### config.mk
export PLATFORM = sky130hd
export DESIGN_NAME = serial_mii_mac
export DESIGN_NICKNAME = d
export VERILOG_FILES = /design/src/rtl/serial_mii_pkg.sv /design/src/rtl/smii_seg_timer.sv /design/src/rtl/smii_tx_ser.sv /design/src/rtl/smii_rx_des.sv /design/src/rtl/serial_mii_mac.sv
export SDC_FILE = /design/constraint.sdc
export NUM_CORES = 1
export LEC_CHECK = 0
export ABC_AREA = 1
export BUFFER_PORTS_ARGS = -buffer_cell sky130_fd_sc_hd__buf_4
export CORE_MARGIN = 10
export CORE_UTILIZATION = 52
export CTS_BUF_LIST = sky130_fd_sc_hd__clkbuf_4
export CTS_CLUSTER_SIZE = 25
export DETAILED_ROUTE_END_ITERATION = 10
export MAX_ROUTING_LAYER = met4
export PLACE_DENSITY = 0.88
export SLEW_MARGIN = 20
export SYNTH_ARGS = -nofsm -noshare
export SYNTH_HDL_FRONTEND = slang
export SYNTH_SLANG_ARGS = --single-unit
### constraint.sdc
create_clock -name clk -period 1.9 [get_ports clk]
set_clock_uncertainty 0.15 [all_clocks]
set_input_delay 0.38 -clock clk [delete_from_list [all_inputs] [get_ports clk]]
set_output_delay 0.38 -clock clk [all_outputs]
set_load 0.03 [all_outputs]
### src/rtl/serial_mii_pkg.sv
package serial_mii_pkg;

  // Latched PHY status; packed so that rx_err is the lowest bit.
  typedef struct packed {
    logic jabber;
    logic link;
    logic duplex;
    logic speed;
    logic rx_err;
  } phy_stat_t;

  localparam int unsigned STAT_W  = 5;

  // Slot positions within a segment
  localparam int unsigned POS_FLAG  = 0; // tx error / rx carrier sense
  localparam int unsigned POS_VALID = 1; // tx enable / rx data valid
  localparam int unsigned POS_PAY   = 2; // first payload slot

endpackage

### src/rtl/smii_seg_timer.sv
module smii_seg_timer #(
  parameter int SEG_LEN = 10,
  parameter int REPEAT  = 10
) (
  input  logic                       clk,
  input  logic                       rst,
  input  logic                       fast,
  output logic [$clog2(SEG_LEN)-1:0] slot_o,
  output logic                       seg_last_o,
  output logic                       grp_last_o,
  output logic                       grp_first_o,
  output logic                       sync_o
);
  localparam int SLOT_W = $clog2(SEG_LEN);
  localparam int REP_W  = (REPEAT > 1) ? $clog2(REPEAT) : 1;
  localparam logic [SLOT_W-1:0] SLOT_END = SLOT_W'(SEG_LEN - 1);
  localparam logic [REP_W-1:0]  REP_END  = REP_W'(REPEAT - 1);

  logic [SLOT_W-1:0] slot_q;
  logic [REP_W-1:0]  rep_q;
  logic              sync_q;

  assign seg_last_o  = (slot_q == SLOT_END);
  assign grp_last_o  = seg_last_o & (fast | (rep_q == REP_END));
  assign grp_first_o = fast | (rep_q == '0);
  assign slot_o      = slot_q;
  assign sync_o      = sync_q;

  always_ff @(posedge clk) begin
    if (rst) begin
      slot_q <= SLOT_END;
      rep_q  <= REP_END;
      sync_q <= 1'b0;
    end else begin
      slot_q <= seg_last_o ? '0 : slot_q + 1'b1;
      sync_q <= seg_last_o;
      if (fast)
        rep_q <= '0;
      else if (seg_last_o)
        rep_q <= (rep_q == REP_END) ? '0 : rep_q + 1'b1;
    end
  end

  // the strobe never lasts two clocks
  a_r2_sync_single: assert property (@(posedge clk) disable iff (rst)
    sync_o |=> !sync_o);

  // the repeat index moves only across a segment boundary
  a_r6_rep_steady: assert property (@(posedge clk) disable iff (rst)
    (!seg_last_o && !fast) |=> $stable(rep_q));

endmodule

### src/rtl/smii_tx_ser.sv
module smii_tx_ser #(
  parameter int DATA_W = 8
) (
  input  logic                              clk,
  input  logic                              rst,
  input  logic                              load,
  input  logic                              seg_last,
  input  logic [$clog2(DATA_W + 2)-1:0]     slot,
  input  logic                              byte_valid,
  input  logic [DATA_W-1:0]                 byte_data,
  input  logic                              byte_err,
  output logic                              byte_ready,
  output logic                              line_o
);
  import serial_mii_pkg::*;

  localparam int SEG_LEN = DATA_W + 2;
  localparam int SLOT_W  = $clog2(SEG_LEN);

  logic [SEG_LEN-1:0] frm_q;
  logic [SEG_LEN-1:0] frm_new;
  logic [SLOT_W-1:0]  slot_nxt;
  logic               nxt_bit;
  logic               take;
  logic               line_q;

  assign byte_ready = load & ~rst;
  assign take       = load & byte_valid;
  assign slot_nxt   = slot + 1'b1;
  assign line_o     = line_q;

  always_comb begin
    frm_new = '0;
    if (take) begin
      frm_new[POS_FLAG]            = byte_err;
      frm_new[POS_VALID]           = 1'b1;
      frm_new[POS_PAY +: DATA_W]   = byte_data;
    end
  end

  always_comb begin
    nxt_bit = 1'b0;
    for (int i = 0; i < SEG_LEN; i++)
      if (slot_nxt == SLOT_W'(i))
        nxt_bit = frm_q[i];
  end

  always_ff @(posedge clk) begin
    if (rst) begin
      frm_q  <= '0;
      line_q <= 1'b0;
    end else if (load) begin
      frm_q  <= frm_new;
      line_q <= frm_new[POS_FLAG];
    end else if (seg_last) begin
      line_q <= frm_q[POS_FLAG];
    end else begin
      line_q <= nxt_bit;
    end
  end

  // an accepted byte shows its error flag, then enable high
  a_r3_flag_then_enable: assert property (@(posedge clk) disable iff (rst)
    take |=> (line_o == $past(byte_err)) ##1 line_o);

  // an idle group start sends zeros in the two control slots
  a_r4_idle_control: assert property (@(posedge clk) disable iff (rst)
    (load && !byte_valid) |=> !line_o ##1 !line_o);

  // the segment content is held across all repeats of a group
  a_r6_frame_held: assert property (@(posedge clk) disable iff (rst)
    !load |=> $stable(frm_q));

endmodule

### src/rtl/smii_rx_des.sv
module smii_rx_des #(
  parameter int DATA_W = 8
) (
  input  logic                              clk,
  input  logic                              rst,
  input  logic [$clog2(DATA_W + 2)-1:0]     slot,
  input  logic                              seg_last,
  input  logic                              grp_first,
  input  logic                              line_i,
  output logic                              valid_o,
  output logic [DATA_W-1:0]                 data_o,
  output logic                              crs_o,
  output serial_mii_pkg::phy_stat_t         stat_o
);
  import serial_mii_pkg::*;

  localparam int SEG_LEN = DATA_W + 2;
  localparam int SLOT_W  = $clog2(SEG_LEN);

  logic [SEG_LEN-2:0] sh_q;
  logic [SEG_LEN-1:0] seg;
  logic               armed_q;
  logic               decode;
  logic               valid_q;
  logic [DATA_W-1:0]  data_q;
  logic               crs_q;
  phy_stat_t          stat_q;

  assign seg     = {line_i, sh_q};
  assign decode  = seg_last & grp_first & armed_q;
  assign valid_o = valid_q;
  assign data_o  = data_q;
  assign crs_o   = crs_q;
  assign stat_o  = stat_q;

  always_ff @(posedge clk) begin
    if (rst) begin
      sh_q    <= '0;
      armed_q <= 1'b0;
    end else begin
      for (int i = 0; i < SEG_LEN - 1; i++)
        if (slot == SLOT_W'(i))
          sh_q[i] <= line_i;
      if (slot == '0)
        armed_q <= 1'b1;
    end
  end

  always_ff @(posedge clk) begin
    if (rst) begin
      valid_q <= 1'b0;
      data_q  <= '0;
      crs_q   <= 1'b0;
      stat_q  <= '0;
    end else begin
      valid_q <= 1'b0;
      if (decode) begin
        crs_q <= seg[POS_FLAG];
        if (seg[POS_VALID]) begin
          valid_q <= 1'b1;
          data_q  <= seg[POS_PAY +: DATA_W];
        end else begin
          stat_q  <= seg[POS_PAY +: STAT_W];
        end
      end
    end
  end

  // a received byte is flagged for exactly one clock
  a_r7_valid_pulse: assert property (@(posedge clk) disable iff (rst)
    valid_o |=> !valid_o);

  // a data segment leaves the status word alone
  a_r8_status_kept: assert property (@(posedge clk) disable iff (rst)
    valid_o |-> $stable(stat_q));

  // carrier sense moves only on a decoded copy
  a_r9_crs_quiet: assert property (@(posedge clk) disable iff (rst)
    !decode |=> $stable(crs_q));

endmodule

### src/rtl/serial_mii_mac.sv
module serial_mii_mac #(
  parameter int DATA_W = 8,
  parameter int REPEAT = 10
) (
  input  logic              clk,
  input  logic              rst,
  input  logic              mode_fast,
  output logic              sync_o,
  output logic              txd_o,
  input  logic              rxd_i,
  input  logic              tx_valid_i,
  input  logic [DATA_W-1:0] tx_data_i,
  input  logic              tx_err_i,
  output logic              tx_ready_o,
  output logic              rx_valid_o,
  output logic [DATA_W-1:0] rx_data_o,
  output logic              rx_crs_o,
  output logic              phy_rx_err_o,
  output logic              phy_speed_o,
  output logic              phy_duplex_o,
  output logic              phy_link_o,
  output logic              phy_jabber_o
);
  import serial_mii_pkg::*;

  localparam int SEG_LEN = DATA_W + 2;
  localparam int SLOT_W  = $clog2(SEG_LEN);

  logic [SLOT_W-1:0] slot;
  logic              seg_last;
  logic              grp_last;
  logic              grp_first;
  phy_stat_t         stat;

  smii_seg_timer #(.SEG_LEN(SEG_LEN), .REPEAT(REPEAT)) u_timer (
    .clk        (clk),
    .rst        (rst),
    .fast       (mode_fast),
    .slot_o     (slot),
    .seg_last_o (seg_last),
    .grp_last_o (grp_last),
    .grp_first_o(grp_first),
    .sync_o     (sync_o)
  );

  smii_tx_ser #(.DATA_W(DATA_W)) u_tx (
    .clk       (clk),
    .rst       (rst),
    .load      (grp_last),
    .seg_last  (seg_last),
    .slot      (slot),
    .byte_valid(tx_valid_i),
    .byte_data (tx_data_i),
    .byte_err  (tx_err_i),
    .byte_ready(tx_ready_o),
    .line_o    (txd_o)
  );

  smii_rx_des #(.DATA_W(DATA_W)) u_rx (
    .clk      (clk),
    .rst      (rst),
    .slot     (slot),
    .seg_last (seg_last),
    .grp_first(grp_first),
    .line_i   (rxd_i),
    .valid_o  (rx_valid_o),
    .data_o   (rx_data_o),
    .crs_o    (rx_crs_o),
    .stat_o   (stat)
  );

  assign phy_rx_err_o = stat.rx_err;
  assign phy_speed_o  = stat.speed;
  assign phy_duplex_o = stat.duplex;
  assign phy_link_o   = stat.link;
  assign phy_jabber_o = stat.jabber;

  // a hand-off edge is always followed by a segment start
  a_r5_ready_then_sync: assert property (@(posedge clk) disable iff (rst)
    tx_ready_o |=> sync_o);

  // received bytes appear only in the sync cycle
  a_r7_valid_on_sync: assert property (@(posedge clk) disable iff (rst)
    rx_valid_o |-> sync_o);

endmodule

# ---- After elaboration in Yosys (flattened, before gate mapping)
# Index checks and enable logic that the tools add are counted.
dict set report word_totals {
  memories 0
  regBits 45
  latch_bits 0
  romBits 0
  wordCells 83
  ramBits 0
  output_inout_bits 18
  inputBits 14
}
dict set report op_classes {
  n_div 0
  bitwise 10
  eq_ne 19
  n_reduce_logical 9
  add_sub_neg 2
  shift 0
  mul 0
  n_lt_le_gt_ge 0
  mux 18
}
# cell n
set ops {}
lappend ops {{4-bit by 3-bit equality test with 1-bit output, second input constant} 8}
lappend ops {{4-bit equality test, second input constant} 5}
lappend ops {{4-bit by 2-bit equality test with 1-bit output, second input constant} 4}
lappend ops {{4-bit 2-to-1 mux} 4}
lappend ops {{1-bit 2-to-1 mux} 13}
lappend ops {{4-bit logical NOT} 3}
lappend ops {{10-bit 2-to-1 mux} 1}
lappend ops {{4-bit by 1-bit adder with 4-bit output, second input constant} 2}
lappend ops {{4-bit by 1-bit equality test with 1-bit output, second input constant} 2}
lappend ops {{2-bit OR reduction} 3}
lappend ops {{1-bit AND} 5}
lappend ops {{2-bit AND reduction} 2}
lappend ops {{1-bit NOT} 3}
lappend ops {{1-bit OR} 2}
lappend ops {{2-bit nonzero test} 1}

# ---- Logic depth before layout (Yosys ltp)
# Gate-level depths: netlist of run 1.
dict set report depth {
  word_depth 14
  depth_mapped 14
}

# ---- Hierarchy
# Synthesis of run 1 repeated with hierarchy kept, for this count alone.
dict set report hier_totals {
  cells_unflattened 299
  area_unflattened_um2 2069.5
}
# mod cells_each area_each_um2 n_inst seq_area_each_um2
set modules_own_cells {}
lappend modules_own_cells {smii_rx_des 152 1091.0 1 500.5}
lappend modules_own_cells {smii_tx_ser 86 541.8 1 220.2}
lappend modules_own_cells {smii_seg_timer 61 436.7 1 180.2}

# ---- Least setup slack after synthesis of run 1
# Ideal clock, no wire load.
dict set report synth_path {
  path_kind {register to output}
  startpoint {reg u_timer.slot_q[1], in the netlist u_timer.slot_o[1]}
  endpoint {out tx_ready_o}
  stages_incl_launch_ff 8
  arrival_time_ns 1.702
  t_required_ns 1.370
  setup_slack_ns -0.332
  n_path_buf 1
  cell_sequence {dfxtp_1 inv_1 ha_1 inv_1 nor3_4 nand2_2 clkbuf_1 nor2_1}
}
dict set report synth_via {
  elab_chain_cells 3
}
# element line
set synth_rtl {}
lappend synth_rtl {{start, declared} smii_seg_timer.sv:19} ;# logic [SLOT_W-1:0] slot_q;
lappend synth_rtl {{start signal, assigned} smii_seg_timer.sv:35} ;# slot_q <= seg_last_o ? '0 : slot_q + 1'b1;
lappend synth_rtl {{4-bit equality test} smii_seg_timer.sv:23} ;# assign seg_last_o = (slot_q == SLOT_END);
lappend synth_rtl {{1-bit AND} smii_seg_timer.sv:24} ;# assign grp_last_o = seg_last_o & (fast | (rep_q == REP_END));
lappend synth_rtl {{1-bit AND} smii_tx_ser.sv:27} ;# assign byte_ready = load & ~rst;
lappend synth_rtl {{end, declared} serial_mii_mac.sv:14} ;# output logic tx_ready_o,
# No other way between the ends.

# ---- Final worst setup path of run 1
# Ends and elaborated chain as after synthesis.

==> impl_results.md, run 1 <==
* DRC at 0
* Core box area at 3740 sq um
* Clk_lat worst skew at 0.38 ns
* Final period utilization at 1.03
* Cell area after synthesis at 2050 sq um
* Initial antenna violation count at 0
* P_int at 0.00161 W
* RSZ-0062 raised after global routing: yes
* Synth cell types at 27
* Placed cell areas at 2390 sq um
* Power Dens Cells at 961 nW/um^2
* Clock transition at path regs at 0.13 ns
* Global-route wire length before repair at 7660 um
* Combinational share of power at 0.313
* CP endpoint kind: output pin
* Avg Cell Area, Syn at 7.61 sq um
* GRT Util Overall at 0.147
* Num CTS Buffers at 5
* Final hold slack at 0.0991 ns
* CTS tree: done
* Critical path class: reg2out
* Minimum clock period at 1.95 ns
* Setup ws final at -0.0484 ns
* Grt met3 use at 0.0432
* Die H at 82.7 um
* GRT busiest layer: met2
* Worst EP required at 1.37 ns
* Largest net degree at the start of global routing at 20
* Vias in the first global route at 1735
* Final wirelength at 4750 um
* Worst setup SP type: flop
* Post-DP HPWL at 3380 um
* Utilization of the core after routing at 0.686
* Worst-path fanout max at 3
* Longest Clk Path Bufs at 2
* Grt met1 use at 0.172
* Design area at 2570 sq um
* Lkg Pwr at 1.06 nW
* Slew HR at 0.723
* IO buf count at 31
* # diodes at 0
* Synth Instances at 269
* DRT Pass-1 Iters at 4
* Vias at 1915
* Seq/Total Area, Yosys at 0.440
* I/O Pins at 32
* Slew @ Worst Pin at 0.415 ns
* Final setup vio count at 1
* Clock Tree Root: clkbuf_4
* Die Area at 6850 sq um
* Layout filler cell count at 322
* Slew Viols, Final at 0
* Total gr overflow at 0
* Psw at 0.000852 W
* Fmax at 0.513 GHz
* Share of layout cells above drive strength 1 at 0.261
* YS warnings at 0
* Failing checks: setup timing
* EDFF count, synth at 0
* Via density at 5.29
* Area Growth Syn to Fin at 25.4%
* Synth Net Count at 291
* Clock power frac at 0.245
* Pre-CTS setup slack at 0.0185 ns
* Initial Utilization at 0.547
* Flops & latches, synth at 45
* Seq pwr share at 0.442
* Max-cap violations at 0
* WP data arrival at 1.42 ns
* GR Layer Usage met2 at 0.230
* H-tree depth at 2
* DR iter-0 viols at 145
* Final #Nets at 335
* FP Rows at 22
* RePlAce Congestion at 0.838
* Async SR Flop Fraction at 0
* Ys flop type: dfxtp_1
* Max VDD drop at 683 uV
* Final Hold Vio Count at 0
* Die W at 82.7 um
* Clk sinks at 45
* Hold WC Path Type: in2reg
* Status: complete, but fails checks
* Routed len/inst at 13.1 um
* Post-DRT Antenna Nets at 0
* Sw Ratio at 0.345
synth_stat cells, types with 2 or more instances:
| cell type | n | area (sq um) |
|---|---|---|
| a21oi_1 | 36 | 180 |
| buf_2 | 2 | 10.0 |
| clkbuf_1 | 7 | 26.3 |
| dfxtp_1 | 45 | 901 |
| ha_1 | 8 | 100 |
| inv_1 | 28 | 105 |
| inv_2 | 3 | 11.3 |
| nand2_1 | 69 | 259 |
| nand2_2 | 2 | 12.5 |
| nand3_1 | 16 | 80.1 |
| nand4_1 | 15 | 93.8 |
| nor2_1 | 11 | 41.3 |
| o21ai_0 | 12 | 60.1 |
| xor2_1 | 2 | 17.5 |
routing by layer:
metal | up-vias | wire, um
li1 | 972 | -
met1 | 870 | 2010
met2 | 63 | 2260
met3 | 10 | 357
met4 | 0 | 116
met5 | - | 0
logic make-up after synthesis:
kind of cell	synth area share
AOI/OAI and AO/OA	0.150
xor gates and xnor gates	0.00856
adders and majority gates	0.0489
buffers and inverters	0.0831
DFF	0.440
and+or+nand+nor	0.269
power by group through the flow:
stage                     clock, W  combinational [W]  sequential, W
after floorplan                  0           0.000481        0.00112
after global placement           0           0.000649        0.00111
after detailed placement         0           0.000664        0.00112
after CTS                 0.000615           0.000724        0.00109
after global routing      0.000651           0.000862        0.00110
final                     0.000605           0.000771        0.00109
worst max-delay path, stage by stage (launching register included):
cell and delay, ns:
dfxtp_4 0.37, inv_4 0.06, ha_4 0.13, inv_2 0.04, nor3_4 0.13, nand2_2 0.11, nor2_4 0.09, buf_6 0.13
sequential cells by signal (all words and copies together), names as in the netlist:
register / cells
u_timer.rep_q: 4
u_tx.frm_q: 10
u_rx.crs_o: 1
u_rx.sh_q: 9
u_rx.data_o: 8
u_rx.stat_o: 5
u_tx.line_o: 1
u_rx.armed_q: 1
u_rx.valid_o: 1
u_timer.sync_o: 1
u_timer.slot_o: 4
placed cells by master (no fill, tap or decap):
cell type   n
nand2_2     5
buf_4      46
nor2_8      1
nor2_4      2
xor2_1      2
ha_4        2
ha_1        5
dfxtp_2     1
nand3_1    15
o2111ai_1   1
a21oi_2     1
a31oi_1     1
dfxtp_4     3
o31ai_1     1
nor3_4      1
o41ai_4     1
o21ai_0    12
dfxtp_1    41
inv_4       2
o32ai_1     1
or2_2       1
nor2_1     10
bufinv_16   1
buf_6       1
inv_2       4
nand4_1    15
a21oi_1    36
nand3_4     1
inv_6       1
nand2_1    66
clkbuf_4    5
nand3_2     1
clkinv_2    1
ha_2        1
inv_1      26
path summary, 6_finish.rpt:
kind / startpoint / endpoint / slack, ns / cells after the start
worst max-delay path: u_timer.slot_o[1] / tx_ready_o / -0.05 / 7
worst min-delay path: tx_data_i[5] / u_tx.frm_q[7] / 0.1 / 3
worst max register to register: u_timer.slot_o[0] / u_tx.line_o / 0.05 / 12
worst min register to register: u_rx.sh_q[8] / u_rx.sh_q[8] / 0.32 / 2
metrics by stage:
stage | total power, W | instances | TNS (ns)
final | 0.00247 | 362 | -0.0484
after global routing | 0.00261 | 362 | -0.184
after CTS | 0.00243 | 360 | -0.0657
after detailed placement | 0.00178 | 347 | 0
after global placement | 0.00176 | 347 | 0
after floorplan | 0.00160 | 269 | -0.0201
timing repair:
action / in CTS / in global routing
hold endpoints to repair: 0 / 0
hold buffers: 0 / 0
pin swaps: 4 / 1
buffers inserted: 5 / 2
setup endpoints to repair: 1 / 4
resized for setup: 5 / 8
cell type report:
class	count	area, sq um	share of cell area
multi-input cells	182	1030	0.402
flip-flops and latches	45	913	0.356
repair buffers	47	357	0.139
inverters	32	125	0.0487
well taps	48	60.1	0.0234
clock inverters	3	43.8	0.0171
clock buffers	5	37.5	0.0146
No activity file was read; power rests on OpenSTA's default activity.
==> run 2, diff against run 1 <==
Settings changed: ABC_AREA 1 to default, CORE_UTILIZATION 52 to 53, PLACE_DENSITY 0.88 to 0.89.
==> impl_results.md, run 2 <==
* Status: complete, but fails checks
* Failing checks: setup timing
* Routed len/inst at 14.5 um
* Flops & latches, synth at 45
* GRT Util Overall at 0.147
* DRC at 0
* WP data arrival at 2.04 ns
* Clk sinks at 45
* Area leader, netlist: dfxtp_1
* DR iter-0 viols at 102
* RR Endpoint: u_tx.line_o
* Total gr overflow at 0
* Slew @ Worst Pin at 0.501 ns
* Simple-gate portion of the synthesized area at 0.224
* Sw Ratio at 0.327
* Synth area leaders: dfxtp_1 43%, mux2i_1 7.7%, nand2_1 5.9%
* Num CTS Buffers at 5
* Initial antenna violation count at 0
* Commonest cells post-synth: 45 x dfxtp_1, 33 x nand2_1, 23 x a21oi_1
* Hold WC Path Type: in2reg
* Most frequent cells in the layout: 52 x buf_4, 38 x dfxtp_1, 32 x nand2_1, 23 x a21oi_1, 20 x nor2_1
* Hold EP: u_timer.rep_q[2]
* IO buf count at 31
* EDFF count, synth at 0
* Synth Instances at 227
* Main combinational cell family by area after synthesis: simple AND/OR/NAND/NOR gates
* Pre-CTS setup slack at -0.0352 ns
* Slew HR at 0.665
* Worst flop-to-flop path startpoint: u_timer.slot_o[1]
* Avg Cell Area, Syn at 9.19 sq um
* Final Hold Vio Count at 0
* Die W at 82.7 um
* Synth Net Count at 249
* I/O Pins at 32
* Fin cells at 324
* Post-synthesis mux area share at 0.0876
* Hold buffers post-CTS at 0
* Async SR Flop Fraction at 0
* Most frequent cell after synthesis: dfxtp_1
* Share of layout cells above drive strength 1 at 0.341
* Worst reg-to-reg setup slack at -0.04 ns
* Top reg by flops: u_tx.frm_q
* Psw at 0.000838 W
* Cell area after synthesis at 2090 sq um
* Commonest non-fill, non-tap cell in the layout: buf_4
* Combinational share of power at 0.350
* CTS tree: done
* Longest Clk Path Bufs at 2
* RSZ-0062 raised after global routing: yes
* Synth cell types at 40
* Lkg Pwr at 1.15 nW
* YS warnings at 0
* Power Total at 0.00256 W
* Post-synth top area share at 0.432
* FP Rows at 22
* Vias at 1733
* Seq pwr share at 0.426
* Die H at 82.7 um
* Ys flop type: dfxtp_1
* Seq/Total Area, Yosys at 0.432
* Power Dens Cells at 954 nW/um^2
* Fmax at 0.515 GHz
* Fin Setup TNS at -0.0559 ns
* Core box area at 3740 sq um
* Area Growth Syn to Fin at 28.7%
* Final #Nets at 298
* Die Area at 6840 sq um
* Max-cap violations at 0
* Worst EP required at 1.99 ns
* Hold Path Origin: mode_fast
* Dpl cells at 306
* Slew Viols, Final at 0
* RePlAce Congestion at 0.882
* Clock transition at path regs at 0.13 ns
* Final period utilization at 1.02
* Minimum clock period at 1.94 ns
* Layout filler cell count at 285
* Final wirelength at 4710 um
* Clk_lat worst skew at 0.36 ns
* DRT Pass-1 Iters at 4
* Critical path class: reg2reg
* Max VDD drop at 623 uV
* H-tree depth at 2
* Placed cell areas at 2430 sq um
* Adder-cell area share of the yosys netlist at 0.0480
* Clock power frac at 0.224
* Final setup vio count at 2
* Post-DP HPWL at 3340 um
* Design area at 2690 sq um
* Reg2Reg Depth at 7
* P_int at 0.00172 W
* Global-route wire length before repair at 7710 um
* CP endpoint kind: flop
* Clock Tree Root: clkbuf_4
* Hold Path Depth at 2
* Via density at 5.35
* Setup ws final at -0.0421 ns
* Worst setup SP type: flop
* Post-DRT Antenna Nets at 0
* Largest register FFs at 10
* Xor/xnor share of the synthesized area at 0.0258
* # diodes at 0
* Post-synthesis compound-gate area fraction at 0.133
* Vias in the first global route at 1728
* Largest net degree at the start of global routing at 27
* Worst-path fanout max at 3
* Initial Utilization at 0.557
==> run 2: power by group through the flow <==
| stage | clock network (W) | logic, W | registers, W |
|---|---|---|---|
| floorplan | 0 | 0.000491 | 0.00110 |
| global placement | 0 | 0.000687 | 0.00110 |
| detailed placement | 0 | 0.000714 | 0.00110 |
| CTS | 0.000579 | 0.000828 | 0.00109 |
| global route | 0.000617 | 0.000969 | 0.00110 |
| finish | 0.000575 | 0.000897 | 0.00109 |
==> run 2: kinds of logic after synthesis <==
| family | count (synthesis) |
|---|---|
| AOI/OAI and AO/OA | 40 |
| buffers and inverters | 18 |
| xor gates and xnor gates | 4 |
| muxes | 17 |
| DFF | 45 |
| and+or+nand+nor | 95 |
| adders and majority gates | 8 |
==> run 2: how the worst max path moves through the flow <==
| stage | endpoint | startpoint | slack [ns] | cells after the start |
|---|---|---|---|---|
| after floorplan | u_rx.stat_o[0] | u_timer.slot_o[1] | -0.02 | 9 |
| after global placement | u_tx.line_o | u_timer.slot_o[0] | 0.04 | 7 |
| after detailed placement | u_tx.line_o | u_timer.slot_o[0] | -0.04 | 6 |
| after CTS | tx_ready_o | u_timer.rep_q[3] | -0.06 | 4 |
| after global routing | u_tx.line_o | u_timer.slot_o[1] | -0.11 | 7 |
| final | u_tx.line_o | u_timer.slot_o[1] | -0.04 | 7 |
==> run 2: what timing repair did <==
action | in CTS | in global routing
pin swaps | 3 | 7
buffers inserted | 7 | 4
resized for setup | 20 | 11
setup endpoints to repair | 17 | 6
==> run 2: worst max-delay path, cell delays in order, from the launching register on <==
cell,delay [ns]
dfxtp_2,0.35
inv_4,0.07
buf_6,0.10
ha_4,0.13
mux4_2,0.50
nor3b_4,0.17
o311ai_2,0.24
a211oi_2,0.11
==> run 2: cell type report <==
| class | count | area [sq um] | area share |
|---|---|---|---|
| tap | 48 | 60.1 | 0.0224 |
| clock inverter | 2 | 35.0 | 0.0130 |
| clock buffer | 5 | 37.5 | 0.0140 |
| timing repair buffer | 57 | 455 | 0.170 |
| sequential | 45 | 915 | 0.341 |
| multi-input combinational | 164 | 1170 | 0.435 |
| inverter | 3 | 13.8 | 0.00513 |
==> run 2: through the flow <==
| stage | util | hold WS [ns] |
|---|---|---|
| after CTS | 0.702 | 0.101 |
| after detailed placement | 0.650 | 0.298 |
| final | 0.717 | 0.113 |
| after floorplan | - | 0.279 |
| after global placement | 0.650 | 0.290 |
| after global routing | 0.717 | 0.0997 |
==> run 2: routing by layer <==
layer | wire length (um) | GRT usage | vias to the layer above
li1 | - | - | 869
met1 | 1990 | 0.154 | 814
met2 | 2370 | 0.250 | 42
met3 | 285 | 0.0486 | 8
met4 | 68 | 0.0602 | 0
met5 | 0 | - | -
==> run 3, diff against run 2 <==
Settings changed: ABC_AREA from default to 1, CORE_UTILIZATION 53 to 52, PLACE_DENSITY 0.89 to 0.81, REMOVE_ABC_BUFFERS from default to 1.
==> impl_results.md, run 3 (synthesis gave the netlist of run 1 again) <==
* Total gr overflow at 0
* Core box area at 3740 sq um
* Post-DP HPWL at 3300 um
* Worst setup SP type: flop
* IO buf count at 31
* DR iter-0 viols at 149
* Clock Tree Root: clkbuf_4
* I/O Pins at 32
* DRT Pass-1 Iters at 4
* Failing checks: setup timing
* RePlAce Congestion at 0.926
* Hold buffers post-CTS at 0
* Largest net degree at the start of global routing at 20
* WP data arrival at 1.43 ns
* Post-DRT Antenna Nets at 0
* Via density at 5.27
* Status: complete, but fails checks
* # diodes at 0
* Final #Nets at 339
* Final Hold Vio Count at 0
* Max-cap violations at 0
* Hold WC Path Type: in2reg
* Pre-CTS setup slack at 0.00575 ns
* DRC at 0
* Worst EP required at 1.37 ns
* Die W at 82.7 um
* Final wirelength at 4990 um
* Slew HR at 0.703
* Fmax at 0.511 GHz
* Largest register FFs at 10
* Setup ws final at -0.0578 ns
* H-tree depth at 2
* Critical path class: reg2out
* Clk sinks at 45
* Clk_lat worst skew at 0.37 ns
* FP Rows at 22
* Minimum clock period at 1.96 ns
* Slew Viols, Final at 0
* Lkg Pwr at 1.08 nW
* Area Growth Syn to Fin at 27.5%
* Final setup vio count at 1
* Slew @ Worst Pin at 0.445 ns
* Final hold slack at 0.107 ns
* Global-route wire length before repair at 7800 um
* CP endpoint kind: output pin
* Most frequent cells in the layout: 62 x nand2_1, 48 x buf_4, 39 x dfxtp_1, 31 x a21oi_1, 26 x inv_1
* Clock transition at path regs at 0.12 ns
* CTS tree: done
* Layout filler cell count at 322
* Initial antenna violation count at 0
* Die H at 82.7 um
* Longest Clk Path Bufs at 2
* Num CTS Buffers at 5
* Top reg by flops: u_tx.frm_q
* Vias at 1928
* Share of layout cells above drive strength 1 at 0.308
* RSZ-0062 raised after global routing: yes
* Vias in the first global route at 1770
* Die Area at 6850 sq um
* Initial Utilization at 0.547
* Power Dens Cells at 905 nW/um^2
* Worst-path fanout max at 2
* Final period utilization at 1.03
* Routed len/inst at 13.6 um
* Commonest non-fill, non-tap cell in the layout: nand2_1
* Max VDD drop at 578 uV
* GRT Util Overall at 0.148
[run 3: cell count changes in the layout (fill, tap and decap cells not counted), moves of 4 or more]
cell     previous run  this run
o21ai_0             2        12
inv_2               1         5
inv_1               1        26
nand2_2             0         9
nor2_1             20        10
nand4_1             0        15
buf_4              52        48
nand3_1            19        15
a21oi_1            23        31
mux2i_1            16         0
a21oi_2             0         6
nand2_1            32        62
[run 3: worst paths after layout]
check | start | to | slack [ns] | cells past startpoint
worst max register to register | u_timer.slot_o[0] | u_tx.line_o | 0.05 | 14
worst min-delay path | tx_data_i[5] | u_tx.frm_q[7] | 0.11 | 3
worst max-delay path | u_timer.slot_o[1] | tx_ready_o | -0.06 | 7
worst min register to register | u_rx.data_o[1] | u_rx.data_o[1] | 0.32 | 2
[run 3: where the power goes]
part           switching, W  internal [W]  total [W]
logic              0.000495      0.000327   0.000822
clock network      0.000309      0.000140   0.000449
registers         0.0000668       0.00103    0.00109
total              0.000871       0.00149    0.00236
[run 3: per-stage QoR]
stage          area, sq um  std cells  total power (W)  utilization  setup TNS (ns)
6_report              2610        366          0.00236        0.697         -0.0578
5_1_grt               2610        366          0.00251        0.697          -0.253
4_1_cts               2510        364          0.00229        0.669          -0.821
3_5_place_dp          2380        350          0.00177        0.636               0
3_3_place_gp          2380        350          0.00175        0.636               0
2_1_floorplan         2000        259          0.00153            -          -0.222
[run 3: metal layers]
| layer | routed length [um] | GRT usage | up-vias |
|---|---|---|---|
| met5 | 0 | - | - |
| met4 | 68 | 0.0702 | 0 |
| met3 | 248 | 0.0356 | 7 |
| met2 | 2430 | 0.225 | 51 |
| met1 | 2240 | 0.180 | 889 |
| li1 | - | - | 981 |
[run 3: timing repair]
item,in CTS,in global routing
gates resized for setup,10,26
pin swaps,3,13
setup endpoints to repair,8,20
cloned,0,1
setup buffers,6,3
[run 3: layout make-up]
cell class / instances / area (sq um) / area share
clock buffers: 5 / 37.5 / 0.0144
clock inverters: 3 / 17.5 / 0.00671
inverters: 32 / 123 / 0.0470
multi-input cells: 182 / 1060 / 0.407
flip-flops and latches: 45 / 916 / 0.351
well taps: 48 / 60.1 / 0.0230
repair buffers: 51 / 394 / 0.151
[run 3: critical path, cell delays in order, from the launching register on]
cell and delay (ns):
dfxtp_2 0.35, inv_2 0.08, ha_4 0.14, inv_2 0.04, nor3_4 0.14, nand2_2 0.09
nor2_2 0.10, buf_6 0.14
